File: config.mk
export PLATFORM = sky130hd
export DESIGN_NAME = cmd_ring_fetch
export DESIGN_NICKNAME = d
export VERILOG_FILES = /design/src/rtl/cmdring_pkg.sv /design/src/rtl/cmdring_cfg.sv /design/src/rtl/cmdring_verb_check.sv /design/src/rtl/cmdring_fetch_ctrl.sv /design/src/rtl/cmd_ring_fetch.sv
export SDC_FILE = /design/constraint.sdc
export NUM_CORES = 1
export LEC_CHECK = 0
export ABC_AREA = 1
export BUFFER_PORTS_ARGS = -buffer_cell sky130_fd_sc_hd__buf_2
export CAP_MARGIN = 40
export CORE_ASPECT_RATIO = 0.8
export CORE_UTILIZATION = 30
export CTS_CLUSTER_DIAMETER = 50
export DETAILED_ROUTE_END_ITERATION = 16
export PLACE_DENSITY = 0.48
export SYNTH_ARGS = -nofsm -noshare
export SYNTH_HDL_FRONTEND = slang
export SYNTH_SLANG_ARGS = --single-unit
File: constraint.sdc
create_clock -name clk -period 4 [get_ports clk]
set_input_delay 0.8 -clock clk [delete_from_list [all_inputs] [get_ports clk]]
set_output_delay 0.8 -clock clk [all_outputs]
set_load 0.05 [all_outputs]
File: src/rtl/cmdring_pkg.sv
package cmdring_pkg;
  localparam int VERB_W   = 32;
  localparam int CAD_W    = 4;
  localparam int NID_W    = 7;
  localparam int PAY_W    = 20;
  localparam int CAD_LSB  = 28;
  localparam int NID_LSB  = 20;
  localparam int INDIR_BIT = 27;
  localparam int NUM_CAD  = 1 << CAD_W;

  typedef enum logic [2:0] {
    SEL_BASE  = 3'd0,
    SEL_WPTR  = 3'd1,
    SEL_CTRL  = 3'd2,
    SEL_IMMW  = 3'd3,
    SEL_IMMGO = 3'd4
  } reg_sel_e;

  typedef enum logic [1:0] {
    ST_IDLE  = 2'd0,
    ST_FETCH = 2'd1,
    ST_SEND  = 2'd2
  } fetch_state_e;

  typedef struct packed {
    logic [CAD_W-1:0] cad;
    logic [NID_W-1:0] nid;
    logic [PAY_W-1:0] payload;
  } cmd_t;

  function automatic cmd_t split_verb(input logic [VERB_W-1:0] v);
    cmd_t c;
    c.cad     = v[CAD_LSB +: CAD_W];
    c.nid     = v[NID_LSB +: NID_W];
    c.payload = v[PAY_W-1:0];
    return c;
  endfunction
endpackage

File: src/rtl/cmdring_cfg.sv
module cmdring_cfg
  import cmdring_pkg::*;
#(
  parameter int ADDR_W = 32,
  parameter int PTR_W  = 8
) (
  input  logic              clk,
  input  logic              rst,
  input  logic              wr_en,
  input  logic [2:0]        wr_sel,
  input  logic [31:0]       wr_data,
  output logic [ADDR_W-1:0] base_o,
  output logic [PTR_W-1:0]  wptr_o,
  output logic              run_o,
  output logic [VERB_W-1:0] imm_word_o,
  output logic              imm_set_o
);
  // a busy set is a one-cycle event, not a stored bit here
  assign imm_set_o = wr_en && (wr_sel == SEL_IMMGO) && wr_data[0];

  always_ff @(posedge clk) begin
    if (rst) begin
      base_o     <= '0;
      wptr_o     <= '0;
      run_o      <= 1'b0;
      imm_word_o <= '0;
    end else if (wr_en) begin
      case (wr_sel)
        SEL_BASE: base_o     <= wr_data[ADDR_W-1:0];
        SEL_WPTR: wptr_o     <= wr_data[PTR_W-1:0];
        SEL_CTRL: run_o      <= wr_data[0];
        SEL_IMMW: imm_word_o <= wr_data[VERB_W-1:0];
        default: ;
      endcase
    end
  end
endmodule

File: src/rtl/cmdring_verb_check.sv
module cmdring_verb_check
  import cmdring_pkg::*;
(
  input  logic [VERB_W-1:0]  verb,
  input  logic [NUM_CAD-1:0] present,
  output cmd_t               cmd,
  output logic               ok
);
  logic indirect;
  logic target_fitted;

  assign cmd           = split_verb(verb);
  assign indirect      = verb[INDIR_BIT];
  assign target_fitted = present[cmd.cad];
  assign ok            = !indirect && target_fitted;
endmodule

File: src/rtl/cmdring_fetch_ctrl.sv
module cmdring_fetch_ctrl
  import cmdring_pkg::*;
#(
  parameter int ADDR_W = 32,
  parameter int PTR_W  = 8
) (
  input  logic               clk,
  input  logic               rst,
  input  logic [ADDR_W-1:0]  base,
  input  logic [PTR_W-1:0]   wptr,
  input  logic               run,
  input  logic [VERB_W-1:0]  imm_word,
  input  logic               imm_set,
  input  logic               stall,
  input  logic [NUM_CAD-1:0] present,
  output logic               mem_req,
  output logic [ADDR_W-1:0]  mem_addr,
  input  logic               mem_rvalid,
  input  logic [VERB_W-1:0]  mem_rdata,
  output logic               disp_valid,
  input  logic               disp_ready,
  output cmd_t               disp_cmd,
  output logic [PTR_W-1:0]   rd_ptr,
  output logic               busy
);
  localparam int WORD_SHIFT = 2;

  function automatic logic [PTR_W-1:0] ptr_inc(input logic [PTR_W-1:0] p);
    return p + 1'b1;
  endfunction

  function automatic logic [ADDR_W-1:0] slot_addr(input logic [ADDR_W-1:0] b,
                                                  input logic [PTR_W-1:0]  p);
    return b + (ADDR_W'(p) << WORD_SHIFT);
  endfunction

  fetch_state_e      st;
  cmd_t              hold;
  logic              from_imm;
  logic [ADDR_W-1:0] addr_q;
  logic [PTR_W-1:0]  rp;
  logic              busy_q;

  logic [VERB_W-1:0] chk_verb;
  cmd_t              chk_cmd;
  logic              chk_ok;

  // one checker serves both sources: the ring word while fetching, else the slot
  assign chk_verb = (st == ST_FETCH) ? mem_rdata : imm_word;

  cmdring_verb_check u_chk (
    .verb    (chk_verb),
    .present (present),
    .cmd     (chk_cmd),
    .ok      (chk_ok)
  );

  // named events for the checks below
  logic ring_has_work, imm_take, fetch_start, fetch_done, send_done;
  assign ring_has_work = run && (rp != wptr);
  assign imm_take      = (st == ST_IDLE) && busy_q;
  assign fetch_start   = (st == ST_IDLE) && !busy_q && ring_has_work && !stall;
  assign fetch_done    = (st == ST_FETCH) && mem_rvalid;
  assign send_done     = (st == ST_SEND) && disp_ready;

  always_ff @(posedge clk) begin
    if (rst) begin
      st       <= ST_IDLE;
      hold     <= '0;
      from_imm <= 1'b0;
      addr_q   <= '0;
      rp       <= '0;
      busy_q   <= 1'b0;
    end else begin
      case (st)
        ST_IDLE: begin
          if (imm_take) begin
            if (chk_ok) begin
              hold     <= chk_cmd;
              from_imm <= 1'b1;
              st       <= ST_SEND;
            end else begin
              busy_q <= 1'b0;
            end
          end else if (fetch_start) begin
            addr_q <= slot_addr(base, ptr_inc(rp));
            st     <= ST_FETCH;
          end
        end
        ST_FETCH: begin
          if (fetch_done) begin
            rp <= ptr_inc(rp);
            if (chk_ok) begin
              hold     <= chk_cmd;
              from_imm <= 1'b0;
              st       <= ST_SEND;
            end else begin
              st <= ST_IDLE;
            end
          end
        end
        ST_SEND: begin
          if (send_done) begin
            st <= ST_IDLE;
            if (from_imm) busy_q <= 1'b0;
          end
        end
        default: st <= ST_IDLE;
      endcase
      if (imm_set) busy_q <= 1'b1;
    end
  end

  assign mem_req    = (st == ST_FETCH);
  assign mem_addr   = addr_q;
  assign disp_valid = (st == ST_SEND);
  assign disp_cmd   = hold;
  assign rd_ptr     = rp;
  assign busy       = busy_q;


  imm_first_chk: assert property (@(posedge clk) disable iff (rst)
    $rose(mem_req) |-> $past(!busy_q));


  fetch_needs_work_chk: assert property (@(posedge clk) disable iff (rst)
    $rose(mem_req) |-> $past(run && (rp != wptr)));


  fetch_stall_chk: assert property (@(posedge clk) disable iff (rst)
    $rose(mem_req) |-> $past(!stall));


  ptr_hold_chk: assert property (@(posedge clk) disable iff (rst)
    !fetch_done |=> $stable(rd_ptr));


  indirect_drop_chk: assert property (@(posedge clk) disable iff (rst)
    (fetch_done && mem_rdata[INDIR_BIT]) |=> !disp_valid);


  send_hold_chk: assert property (@(posedge clk) disable iff (rst)
    (disp_valid && !disp_ready) |=> (disp_valid && $stable(disp_cmd)));


  one_in_flight_chk: assert property (@(posedge clk) disable iff (rst)
    (disp_valid && !disp_ready) |=> !mem_req);
endmodule

File: src/rtl/cmd_ring_fetch.sv
module cmd_ring_fetch
  import cmdring_pkg::*;
#(
  parameter int ADDR_W = 32,
  parameter int PTR_W  = 8
) (
  input  logic              clk,
  input  logic              rst,
  input  logic              reg_wr_en,
  input  logic [2:0]        reg_sel,
  input  logic [31:0]       reg_wdata,
  input  logic [15:0]       codec_present,
  input  logic              resp_stall,
  output logic              mem_req,
  output logic [ADDR_W-1:0] mem_addr,
  input  logic              mem_rvalid,
  input  logic [31:0]       mem_rdata,
  output logic              disp_valid,
  input  logic              disp_ready,
  output logic [3:0]        disp_cad,
  output logic [6:0]        disp_nid,
  output logic [19:0]       disp_payload,
  output logic [PTR_W-1:0]  rd_ptr,
  output logic              imm_busy
);
  logic [ADDR_W-1:0] base;
  logic [PTR_W-1:0]  wptr;
  logic              run;
  logic [VERB_W-1:0] imm_word;
  logic              imm_set;
  cmd_t              cmd;

  cmdring_cfg #(.ADDR_W(ADDR_W), .PTR_W(PTR_W)) u_cfg (
    .clk        (clk),
    .rst        (rst),
    .wr_en      (reg_wr_en),
    .wr_sel     (reg_sel),
    .wr_data    (reg_wdata),
    .base_o     (base),
    .wptr_o     (wptr),
    .run_o      (run),
    .imm_word_o (imm_word),
    .imm_set_o  (imm_set)
  );

  cmdring_fetch_ctrl #(.ADDR_W(ADDR_W), .PTR_W(PTR_W)) u_ctrl (
    .clk        (clk),
    .rst        (rst),
    .base       (base),
    .wptr       (wptr),
    .run        (run),
    .imm_word   (imm_word),
    .imm_set    (imm_set),
    .stall      (resp_stall),
    .present    (codec_present),
    .mem_req    (mem_req),
    .mem_addr   (mem_addr),
    .mem_rvalid (mem_rvalid),
    .mem_rdata  (mem_rdata),
    .disp_valid (disp_valid),
    .disp_ready (disp_ready),
    .disp_cmd   (cmd),
    .rd_ptr     (rd_ptr),
    .busy       (imm_busy)
  );

  assign disp_cad     = cmd.cad;
  assign disp_nid     = cmd.nid;
  assign disp_payload = cmd.payload;
endmodule

==> reports/results.ini <==
[synth]
synthAdderAreaFrac_pct=1.964
ys_seq_area_share_pct=43.88
yosysUniqueCellTypes=35
syn_inst=938
synth_top_family_by_area=compound AO/OA/AOI/OAI gates
synth_edf_count=0
synth_mux_area_share_pct=0
synthTopCellsByArea=dfxtp_1 (44%), o21ai_0 (12%), nor2_1 (9.6%), a21oi_1 (5.8%), nand2_1 (5.1%)
syn_area_mm2=0.006751
async_reset_ff_share_pct=0
ys_seq_elements=148
synth-compound-area-share_pct=20.64
yosys_warnings=0
avgSynthCellArea_um2=7.198
yosysTopAreaCell=dfxtp_1
syn-num-nets=1037
synth_ff_type=dfxtp_1
synth_top_area_share_pct=43.88
synthSimpleGateAreaFrac_pct=20.46
synth_xor_area_share_pct=4.670

[worst_setup_path]
crit_type=reg2reg
r2r_slack_ps=760
cp-end-kind=register
reg2reg_from=u_ctrl.rd_ptr[2]
cp.arrival_ps=3560
reg2reg_depth=14
crit_required_ps=4320
crit_fanout=5
startpoint_type=register
reg2reg_to=u_ctrl.mem_addr[19]

[run]
maxCapViolCount=0

[timing]
skew_ps=11.70
final-hold-violation-count=0
fin_crit_ps=3242
fin_crit_sh_pct=81.05
max_freq_mhz=308.5
final_max_slew_viol_count=0
timing.hold.ws_ps=449.1
setup_violations=0
finalWorstSetupSlack_ps=758.0
relSlewSlack_pct=52.21
grt_setup_unrepaired=no
max_slew.worst_pin.slew_ps=714.2
tns_ps=0

[finish]
drive_above_1_share_pct=20.15
final_cell_area_mm2=0.008394
post-route-util_pct=38.50
final_common_cell=nor2_1
area_delta_synth_final_pct=24.33
nets=1184
layout_common_cells=nor2_1 (172), o21ai_0 (165), buf_2 (163)

[clock_network]
postCtsHoldBufs=0
cts_inserted_buffers=17
post_cts_resized=0
clockBufferDepth=2
cts_tree=yes
cts.clk_slew.worst_paths_ps=60
cts_htree_levels=4
clock-sinks=148
postCtsSetupBuffers=0
clock_latency_ps=430
clk_root_buffer_cell=clkbuf_16

[global_route]
grt_pass1_wl_um=33360
antenna_found_initial=1
grt_pass1_vias=6252
grt.overflow.total=0
grt.total_usage_pct=18.72
grt_max_degree=52

[routing]
drtIter0Drc=508
wirelength_um=21230
drtAntennaViolNets=0
dr.pass1.iters=5
vias_per_cell=4.682
routedWlPerCell_um=15.19
drc_errors=0
vias=6546

[die]
die_h_um=136.2
die_w_um=169.7
io_pins=163
dieArea_mm2=0.02311
start_util_pct=30.97
rows=48
core_mm2=0.02180

[placed_design]
post_dp_cell_area_mm2=0.007841
pre_cts_ws_ps=799.1
gp_congestion=0.8362
numPortBuffers=162
hpwl_um=15590

[pwr]
p_leak_nw=3.878
p_per_area_mw_per_mm2=399.2
peakVddDrop_mv=0.2389

[hold_path]
min-delay-start=u_cfg.imm_word_o[2]
hp-class=reg2reg
hold_path_end=u_cfg.imm_word_o[2]
hold_depth=2

[run_status]
status=completed

==> stage by stage <==
stage                     power [W]  instances
final                      0.003351       1398
after global routing       0.003489       1397
after CTS                  0.003387       1397
after detailed placement   0.001853       1366
after global placement     0.001853       1365
after floorplan            0.001734        938
==> synthesized netlist by cell type (all sizes together), types with 5 or more instances <==
master and number:
nor2 172, clkbuf 38, inv 92, ha 9, nand2 95, dfxtp 148
xor2 25, a21oi 79, nor4 5, nand4 10, nor3 12, buf 10
xnor2 11, nand3 36, o21ai 180
==> registers in the layout, summed over array words and instances (netlist names) <==
signal and flops:
u_cfg.wptr_o 8, u_ctrl.from_imm 1, u_ctrl.disp_cmd 31, u_cfg.run_o 1, u_cfg.base_o 32, u_cfg.imm_word_o 32
u_ctrl.st 2, u_ctrl.mem_addr 32, u_ctrl.rd_ptr 8, u_ctrl.busy 1
==> power breakdown <==
part	leakage [nW]	internal, W	total (W)	switching, W
Clock	0.255	0.000870	0.00153	0.000663
Combinational	2.42	0.0000934	0.000280	0.000187
Sequential	1.20	0.00151	0.00154	0.0000249
==> how the worst max path moves through the flow <==
stage	startpoint	endpoint
after floorplan	u_ctrl.rd_ptr[0]	u_ctrl.mem_addr[26]
after global placement	u_ctrl.rd_ptr[2]	u_ctrl.mem_addr[29]
after detailed placement	u_ctrl.rd_ptr[2]	u_ctrl.mem_addr[26]
after CTS	u_ctrl.rd_ptr[2]	u_ctrl.mem_addr[26]
after global routing	u_ctrl.rd_ptr[2]	u_ctrl.mem_addr[26]
final	u_ctrl.rd_ptr[2]	u_ctrl.mem_addr[19]
==> cell families (layout without fill, tap and decap cells) <==
group                    after synthesis  in the layout
AND/OR/NAND/NOR                      334            334
AO/OA/AOI/OAI                        269            269
flip-flops                           148            148
buffers and inverters                141            300
XOR/XNOR                              36             36
adder cells (fa/ha/maj)               10             10
other                                  0              1
==> worst max-delay path: stages (launching register included) <==
cell	delay, ps
dfxtp_1	430
inv_1	80
nor3_1	380
nand4_1	170
nor2_1	160
xor2_1	110
ha_1	380
nand2_1	110
nor2_1	110
nand2_1	50
o21ai_0	510
nand3_1	210
nor2_1	180
xor2_1	180
a21oi_1	80
==> routing by layer <==
metal	GRT usage, %	routed length (µm)	up-vias
li1	-	-	3381
met1	25.99	10500	3009
met2	29.23	9470	144
met3	4.600	1152	12
met4	3.904	106	0
met5	0	0	-
==> area by class of cell <==
type | count | area (µm²)
Clock buffer | 20 | 446.7
Tap cell | 300 | 375.4
Inverter | 93 | 349.1
Clock inverter | 11 | 103.9
Sequential cell | 148 | 2963
Multi-Input combinational cell | 649 | 3228
Fill cell | 2369 | 13410
Antenna cell | 1 | 2.502
Timing Repair Buffer | 176 | 925.9
No activity file was read; power rests on OpenSTA's default activity.
